**config.mk**
```make
export PLATFORM = sky130hd
export DESIGN_NAME = irq_ctl_top
export DESIGN_NICKNAME = d
export VERILOG_FILES = /design/src/rtl/irq_pkg.sv /design/src/rtl/irq_rst_sync.sv /design/src/rtl/irq_src_cell.sv /design/src/rtl/irq_bank.sv /design/src/rtl/irq_ctl_top.sv
export SDC_FILE = /design/constraint.sdc
export NUM_CORES = 1
export LEC_CHECK = 0
export ABC_AREA = 0
export CAP_MARGIN = 40
export CORE_MARGIN = 2
export CORE_UTILIZATION = 30
export CTS_BUF_LIST = sky130_fd_sc_hd__clkbuf_16
export DETAILED_ROUTE_END_ITERATION = 7
export GPL_ROUTABILITY_DRIVEN = 0
export PLACE_DENSITY = 0.59
export SLEW_MARGIN = 0
export SYNTH_ARGS = -nofsm -noshare
export SYNTH_HDL_FRONTEND = slang
export SYNTH_SLANG_ARGS = --single-unit
export TNS_END_PERCENT = 30
```
**constraint.sdc**
```tcl
create_clock -name clk -period 18.7 [get_ports clk]
set_input_delay 3.74 -clock clk [delete_from_list [all_inputs] [get_ports clk]]
set_output_delay 3.74 -clock clk [all_outputs]
set_load 0.05 [all_outputs]
```
**src/rtl/irq_pkg.sv**
```systemverilog
package irq_pkg;
  localparam int unsigned REG_W = 32;
  localparam int unsigned IDX_W = 3;

  typedef logic [IDX_W-1:0] reg_idx_t;

  localparam reg_idx_t IDX_STAT = 3'd0;
  localparam reg_idx_t IDX_EN   = 3'd1;
  localparam reg_idx_t IDX_ACK  = 3'd2;
  localparam reg_idx_t IDX_MODE = 3'd3;
  localparam reg_idx_t IDX_INV  = 3'd4;
  localparam reg_idx_t IDX_MSK  = 3'd5;
endpackage

```
**src/rtl/irq_rst_sync.sv**
```systemverilog
module irq_rst_sync (
  input  logic clk,
  input  logic rst_n,
  output logic rst_sync_n
);
  logic [1:0] sync_q;

  always_ff @(posedge clk or negedge rst_n) begin
    if (!rst_n) sync_q <= 2'b00;
    else        sync_q <= {sync_q[0], 1'b1};
  end

  assign rst_sync_n = sync_q[1];
endmodule

```
**src/rtl/irq_src_cell.sv**
```systemverilog
module irq_src_cell (
  input  logic clk,
  input  logic rst_n,
  input  logic src_i,
  input  logic inv_i,
  input  logic mode_i,
  input  logic ack_i,
  output logic eff_o,
  output logic prev_o,
  output logic flag_o,
  output logic stat_o
);
  logic eff;
  logic rise;
  logic prev_d, prev_q;
  logic flag_d, flag_q;

  assign eff  = src_i ^ inv_i;
  assign rise = eff & ~prev_q;

  always_comb begin
    prev_d = eff;
    flag_d = rise | (flag_q & ~ack_i);
  end

  always_ff @(posedge clk or negedge rst_n) begin
    if (!rst_n) begin
      prev_q <= 1'b0;
      flag_q <= 1'b0;
    end else begin
      prev_q <= prev_d;
      flag_q <= flag_d;
    end
  end

  assign stat_o = mode_i ? flag_q : eff;
  assign eff_o  = eff;
  assign prev_o = prev_q;
  assign flag_o = flag_q;
endmodule

```
**src/rtl/irq_bank.sv**
```systemverilog
module irq_bank
  import irq_pkg::*;
#(
  parameter int unsigned     NSRC     = 22,
  parameter logic [NSRC-1:0] EN_RST   = NSRC'(32'h0000_3011),
  parameter logic [NSRC-1:0] MODE_RST = NSRC'(32'h0000_0019),
  parameter logic [NSRC-1:0] INV_RST  = '0
) (
  input  logic             clk,
  input  logic             rst_n,
  input  logic [NSRC-1:0]  src_i,
  input  logic             wr_i,
  input  reg_idx_t         idx_i,
  input  logic [NSRC-1:0]  wdata_i,
  output logic [REG_W-1:0] rword_o,
  output logic [NSRC-1:0]  masked_o,
  output logic             ack_wr_o,
  output logic [NSRC-1:0]  eff_o,
  output logic [NSRC-1:0]  prev_o,
  output logic [NSRC-1:0]  flag_o
);
  localparam int unsigned PAD_W = REG_W - NSRC;

  logic [NSRC-1:0] en_d, en_q;
  logic [NSRC-1:0] mode_d, mode_q;
  logic [NSRC-1:0] inv_d, inv_q;
  logic [NSRC-1:0] ack;
  logic [NSRC-1:0] stat;
  logic            en_we, mode_we, inv_we;

  assign en_we    = wr_i && (idx_i == IDX_EN);
  assign mode_we  = wr_i && (idx_i == IDX_MODE);
  assign inv_we   = wr_i && (idx_i == IDX_INV);
  assign ack_wr_o = wr_i && (idx_i == IDX_ACK);
  assign ack      = ack_wr_o ? wdata_i : '0;

  always_comb begin
    en_d   = en_we   ? wdata_i : en_q;
    mode_d = mode_we ? wdata_i : mode_q;
    inv_d  = inv_we  ? wdata_i : inv_q;
  end

  always_ff @(posedge clk or negedge rst_n) begin
    if (!rst_n) begin
      en_q   <= EN_RST;
      mode_q <= MODE_RST;
      inv_q  <= INV_RST;
    end else begin
      en_q   <= en_d;
      mode_q <= mode_d;
      inv_q  <= inv_d;
    end
  end

  for (genvar i = 0; i < NSRC; i++) begin : g_cell
    irq_src_cell u_cell (
      .clk    (clk),
      .rst_n  (rst_n),
      .src_i  (src_i[i]),
      .inv_i  (inv_q[i]),
      .mode_i (mode_q[i]),
      .ack_i  (ack[i]),
      .eff_o  (eff_o[i]),
      .prev_o (prev_o[i]),
      .flag_o (flag_o[i]),
      .stat_o (stat[i])
    );
  end

  assign masked_o = stat & en_q;

  always_comb begin
    unique case (idx_i)
      IDX_STAT: rword_o = {{PAD_W{1'b0}}, stat};
      IDX_EN:   rword_o = {{PAD_W{1'b0}}, en_q};
      IDX_MODE: rword_o = {{PAD_W{1'b0}}, mode_q};
      IDX_INV:  rword_o = {{PAD_W{1'b0}}, inv_q};
      IDX_MSK:  rword_o = {{PAD_W{1'b0}}, masked_o};
      default:  rword_o = '0;
    endcase
  end
endmodule

```
**src/rtl/irq_ctl_top.sv**
```systemverilog
module irq_ctl_top
  import irq_pkg::*;
#(
  parameter int unsigned NSRC   = 22,
  parameter int unsigned ADDR_W = 6
) (
  input  logic              clk,
  input  logic              rst_n,
  input  logic [NSRC-1:0]   src_i,
  input  logic              wr_en,
  input  logic              rd_en,
  input  logic [ADDR_W-1:0] addr,
  input  logic [REG_W-1:0]  wdata,
  output logic [REG_W-1:0]  rdata,
  output logic              irq_main,
  output logic              irq_aux
);
  localparam int unsigned NBANK    = 2;
  localparam int unsigned IDX_LSB  = 2;
  localparam int unsigned BANK_BIT = ADDR_W - 1;

  logic                           rst_sync_n;
  reg_idx_t                       idx;
  logic                           bank_sel;
  logic [NBANK-1:0][REG_W-1:0]    rword;
  logic [NBANK-1:0][NSRC-1:0]     masked;
  logic [NBANK-1:0]               ack_wr;
  logic [NBANK-1:0][NSRC-1:0]     eff_w, prev_w, flag_w;
  logic [REG_W-1:0]               rdata_d, rdata_q;
  logic                           unused_bits;

  assign idx         = addr[IDX_LSB +: IDX_W];
  assign bank_sel    = addr[BANK_BIT];
  assign unused_bits = ^{addr[IDX_LSB-1:0], wdata[REG_W-1:NSRC]};

  irq_rst_sync u_rst (
    .clk        (clk),
    .rst_n      (rst_n),
    .rst_sync_n (rst_sync_n)
  );

  for (genvar b = 0; b < NBANK; b++) begin : g_bank
    irq_bank #(.NSRC(NSRC)) u_bank (
      .clk      (clk),
      .rst_n    (rst_sync_n),
      .src_i    (src_i),
      .wr_i     (wr_en && (bank_sel == 1'(b))),
      .idx_i    (idx),
      .wdata_i  (wdata[NSRC-1:0]),
      .rword_o  (rword[b]),
      .masked_o (masked[b]),
      .ack_wr_o (ack_wr[b]),
      .eff_o    (eff_w[b]),
      .prev_o   (prev_w[b]),
      .flag_o   (flag_w[b])
    );
  end

  always_comb begin
    rdata_d = rdata_q;
    if (rd_en) rdata_d = rword[bank_sel];
  end

  always_ff @(posedge clk or negedge rst_sync_n) begin
    if (!rst_sync_n) rdata_q <= '0;
    else             rdata_q <= rdata_d;
  end

  assign rdata    = rdata_q;
  assign irq_main = |masked[0];
  assign irq_aux  = |masked[1];
endmodule

```
-- After elaboration in Yosys (flattened, before gate mapping)
Cells that the tools add are included.
- register bits after elaboration: 254
- latch bits: 0
- RAM bits: 0
- ROM bits: 0
- output and inout port bits: 34
- logic and storage cells: 432
- memories: 0
- $add $sub $neg: 0
- multipliers: 0
- divide/modulo/power cells: 0
- order comparisons: 1
- equality and inequality tests: 5
- shifts and indexed selects: 0
- muxes and demuxes: 50
- bitwise gates (word level): 267
- reduce and logical (&&, ||, !) cells: 13
- operators with widths (kind ; count):
    case mux 22 bit (5 select lines) ; 2
    inverter 1 bit ; 89
    AND 1 bit ; 88
    2-to-1 mux 32 bit ; 2
    AND 22 bit ; 2
    2-to-1 mux 1 bit ; 44
    2-to-1 mux 22 bit ; 2
    bitwise OR 1 bit ; 44
    OR reduction 22 bit ; 2
    bitwise XOR 1 bit ; 44
    logical AND 1 bit ; 10
    == test 3 x 2 -> 1 bit (second input constant) ; 2
    == test 3 bit (second input constant) ; 2
    == test 3 x 1 -> 1 bit (second input constant) ; 1
    logical NOT 3 bit ; 1
    < comparator 1 x 2 -> 1 bit (second input constant) ; 1

-- Depth between registers and ports, before layout
- depth after elaboration: 7
- depth in mapped cells: 8

-- Modules after synthesis
A second synthesis with hierarchy kept.
- cell total of the unflattened synthesis: 1088
- area, all modules: 12439.4 um^2
- by module, submodules not included (module ; instances ; cells each ; area an instance (um^2) ; seq. area each (um^2)):
    irq_bank ; 2 ; 311 ; 3599.7 ; 1660.3
    irq_src_cell ; 44 ; 7 ; 82.6 ; 50.0
    irq_ctl_top ; 1 ; 155 ; 1552.7 ; 800.8
    irq_rst_sync ; 1 ; 3 ; 53.8 ; 50.0

-- Worst setup path before layout
Ideal clock, no wire load.
- path kind: input port to output port
- start: input src_i[12]
- end: output irq_main
- arrival: 5.103 ns
- data required time: 14.960 ns
- setup slack: 9.857 ns
- stages: 5
- path through: xor2_1 -> mux2_2 -> a22o_1 -> a221oi_1 -> nand4_1
- cells in the longest elaborated chain, start to end: 4
- RTL lines (what ; RTL line ; RTL):
    from (decl) ; irq_ctl_top.sv:9 ; input logic [NSRC-1:0] src_i,
    bitwise XOR 1 bit ; irq_src_cell.sv:18 ; assign eff = src_i ^ inv_i;
    2-to-1 mux 1 bit ; irq_src_cell.sv:36 ; assign stat_o = mode_i ? flag_q : eff;
    AND 22 bit ; irq_bank.sv:70 ; assign masked_o = stat & en_q;
    OR reduction 22 bit ; irq_ctl_top.sv:70 ; assign irq_main = |masked[0];
    to (decl) ; irq_ctl_top.sv:15 ; output logic irq_main,
Every way passes these cells.

-- Final worst setup path
- start: input src_i[12]
- end: output irq_main
- cells in the longest elaborated chain, start to end: 4
- RTL lines (what ; RTL line ; RTL):
    bitwise XOR 1 bit ; irq_src_cell.sv:18 ;
    net g_bank[0].u_bank.g_cell[12].u_cell.eff_o ; irq_src_cell.sv:8 ; output logic eff_o,
    2-to-1 mux 1 bit ; irq_src_cell.sv:36 ;
    AND 22 bit ; irq_bank.sv:70 ;
    OR reduction 22 bit ; irq_ctl_top.sv:70 ;
The timed path passes the listed nets, and every way through them passes these cells.

==> key figures <==
Outcome
  • Run status: finished, final reports clean

Routing
  • DRC: 0
  • Starting DRT DRC Count: 605
  • WL final: 35500 um
  • DRT Pass-1 Iters: 5
  • Via/cell ratio: 5.23
  • Final ANT Viol Nets: 0
  • WL/cell: 20.3 um
  • Via count: 9112

CTS
  • Root buffer cell: clkbuf_16
  • CTS tree: done
  • Worst-path clk slew: 0.06 ns
  • Gates resized, CTS repair: 0
  • Clock sink count: 244
  • Postcts setup bufs: 0
  • Num CTS Buffers: 29
  • Worst-Skew Late Latency: 0.54 ns
  • Maximum root-to-sink buffer count: 3
  • Hold bufs inserted after CTS: 0
  • H-tree depth: 1

Global routing
  • Largest net degree at the start of global routing: 63
  • GRT busiest layer: met2
  • Met3 Usage GRT: 1.99%
  • Grt met2 use: 25.7%
  • GRT Total Usage: 16.2%
  • GR Util met1: 23.8%
  • Vias in the first global route: about 9000
  • Initial antenna violation count: 0
  • Global route overflow: 0
  • First-pass GRT wire length: between 50000 and 60000 um

Timing
  • Slew @ Worst Pin: 0.847 ns
  • Endpoints failing setup: 0
  • Final Cycle Share: 55.4%
  • RSZ-0062 raised after global routing: false
  • Final hold violation count: 0
  • Final TNS setup: 0 ns
  • Minimum clock period: 10.36 ns
  • Setup ws final: 8.34 ns
  • Slew Limit Fails: 0
  • Max Fclk: just under 0.1 GHz
  • Max Clock Skew: 0.00745 ns
  • Max_slew headroom: ~44%
  • Final Hold Slack: 0.354 ns

Placed design
  • Post-DP HPWL: approximately 22000 um
  • Worst slack, placed: 8.42 ns
  • I/O Buffers: 75
  • Placed inst area: roughly 14000 um^2

Floorplanning
  • Initial Util: 30.5%
  • Area of the core: 40900 um^2
  • Chip Width: 208 um
  • FP Rows: 74
  • Die height: between 200 and 250 um
  • Area of the die: 43300 um^2
  • # IOs: between 90 and 100

Setup path
  • Reg2reg path depth: 3
  • Critical Path, Cell by Cell: clkdlybuf4s50_1, xor2_1, mux2_2, a22o_1, a221oi_1, nand4_1, clkdlybuf4s50_1
  • Worst endpoint data arrival time: 6.62 ns
  • Largest delay share family, worst path: buffers and inverters
  • Max FO, Critical Path: 4
  • Crit path top cell by count: clkdlybuf4s50_1
  • RR Endpoint: g_bank[1].u_bank.en_q[12]
  • Slowest-stage cell, CP: clkdlybuf4s50_1
  • Worst reg2reg setup slack: 16.30 ns
  • Critical Path End Type: output port
  • Worst setup path class: in2out
  • Bufs and invs on worst path: 2
  • Largest stage delay, worst path: 0.80 ns
  • CP Data Required Time: 14.96 ns
  • Worst R2R Start: u_rst.sync_q[1]
  • Worst Setup Start Kind: input port

Synth
  • Top cell type by total area after synthesis: dfrtp_1
  • Largest cells by area after synthesis: dfrtp_1 (46%), mux2_2 (9.0%), mux2_4 (4.8%), o21ai_0 (3.2%), a22o_1 (3.1%)
  • Share of the yosys chip area belonging to registers: 49.0%
  • Yosys warnings: 0
  • Share of the synthesized area in the top cell type: 46.1%
  • Syn Inst Count: 1121
  • Cell variety after synth: 54
  • Register bit total from synthesis: 244
  • Synthesized cell area: 12500 um^2
  • Average size of a mapped cell: 11.1 um^2

Finish
  • Fill cells: 4107
  • Diode count: 0
  • Layout Nets: 1253
  • Post-route cell area: 14600 um^2
  • Layout cells sized above 1: 20.3%
  • Seq. cell area: just over 6000 um^2
  • Area grow syn2layout: 16.9%
  • Multi-input gate area: 5690 um^2

Min path
  • Hold EP: u_rst.sync_q[1]
  • Hold path start: u_rst.sync_q[0]
  • WHS Path Cells: 0
  • Worst Hold Class: reg2reg

Pwr
  • Sw Pwr: 496 uW
  • Sw frac: 31.1%
  • LEAKAGE: about 0.006 uW
  • Combinational power share: ~22%
  • Max VDD drop: 0.0732 mV
  • PwrDens: 109 nW/um^2
  • Share of power burned in registers: 45.7%
  • Clock share of power: 32.3%
  • Internal power: 1100 uW

Flow run
  • Max-cap violation count: 0
## how the worst max path moves through the flow
stage	depth (start not counted)	slack [ns]	from	endpoint
finish	7	8.34	src_i[12]	irq_main
global route	7	8.28	src_i[12]	irq_main
CTS	7	8.40	src_i[12]	irq_main
detailed placement	7	8.42	src_i[12]	irq_main
global placement	7	8.41	src_i[12]	irq_main
floorplan	5	9.86	src_i[12]	irq_main
## Yosys cell counts (all sizes together)
cell and n:
a2111oi 13, a211o 1, a211oi 2, a21oi 56, a221oi 1, a22o 44, a22oi 2, a31oi 12
and2 1, and2b 1, and3 1, and4 1, buf 50, clkbuf 18, conb 2, dfrtp 230
dfstp 14, inv 78, mux2 142, mux2i 34, nand2 76, nand2b 34, nand3b 14, nand4 1
nor2 39, nor2b 1, nor3 20, nor3b 2, nor4 2, o2111ai 9, o211a 3, o211ai 41
o21a 2, o21ai 81, o21ba 14, o221ai 5, o22ai 6, o2bb2ai 1, o311a 2, o32ai 19
or3 2, xnor2 1, xor2 43
## metrics by stage
step / cells / util (%) / power, uW
finish: 1743 / 35.7 / 1590
global route: 1743 / 35.7 / 1670
CTS: 1743 / 35.7 / 1600
detailed placement: 1690 / 33.6 / 1080
global placement: 1685 / 33.3 / 1070
floorplan: 1130 / - / 969
## cells in the final DEF, fill, tap and decap left out, types with 3 or more instances in the layout
cell type,Yosys,routed
dfrtp_1,230,229
mux2_2,100,100
inv_1,77,84
o21ai_0,81,81
nand2_1,76,76
clkdlybuf4s50_1,0,72
a21oi_1,52,52
a22o_1,44,44
xor2_1,43,43
o211ai_1,41,41
mux2_4,40,40
nor2_1,38,35
mux2i_1,34,34
nand2b_1,32,32
clkbuf_16,0,29
o32ai_1,19,19
nor3_1,18,18
buf_4,20,17
nand3b_1,14,14
o21ba_2,14,14
dfstp_2,14,14
a31oi_1,12,12
a2111oi_0,12,12
conb_1,2,11
clkinv_1,0,10
o2111ai_1,9,9
o22ai_1,6,6
o221ai_1,5,5
a21oi_2,4,4
clkinv_2,0,4
o211a_1,3,3
buf_12,0,3
## cell families after synthesis
family | after synthesis | share of synthesized area [%]
AOI/OAI and AO/OA | 314 | 17.4
xor gates and xnor gates | 44 | 3.09
buffers and inverters | 146 | 5.79
DFF | 244 | 49.0
muxes | 176 | 16.7
other | 2 | 0.0601
and+or+nand+nor | 195 | 7.92
## layer usage
layer	routed length, um	part of all wire [%]
met5	0	0
met4	559	1.6
met3	1750	4.9
met2	16300	46
met1	16800	47
## worst register-to-register path, delay by kind of cell (launching register included)
kind | cells | cell delay (ns)
flops | 1 | 0.96
buf+inv | 3 | 1.52
## layout make-up
| type | count | area share, % |
|---|---|---|
| flip-flops and latches | 244 | 41.9 |
| multi-input cells | 740 | 39.0 |
| repair buffers | 96 | 6.66 |
| clock buffers | 29 | 4.97 |
| well taps | 532 | 4.56 |
| inverters | 78 | 2.00 |
| clock inverters | 24 | 0.891 |
## registers in the layout, indices dropped and copies added (netlist names)
| register | cells |
|---|---|
| g_bank.u_bank.en_q | 44 |
| g_bank.u_bank.g_cell.u_cell.flag_o | 44 |
| g_bank.u_bank.g_cell.u_cell.prev_o | 44 |
| g_bank.u_bank.inv_q | 44 |
| g_bank.u_bank.mode_q | 44 |
| rdata | 22 |
| u_rst.sync_q | 2 |
## power groups by stage
stage	Sequential (uW)	Clock, uW	Combinational [uW]
4_1_cts	727	526	352
3_3_place_gp	731	0	340
3_5_place_dp	735	0	350
2_1_floorplan	737	0	232
6_report	728	514	350
5_1_grt	744	547	382
Power figures use the tool's default switching activity.
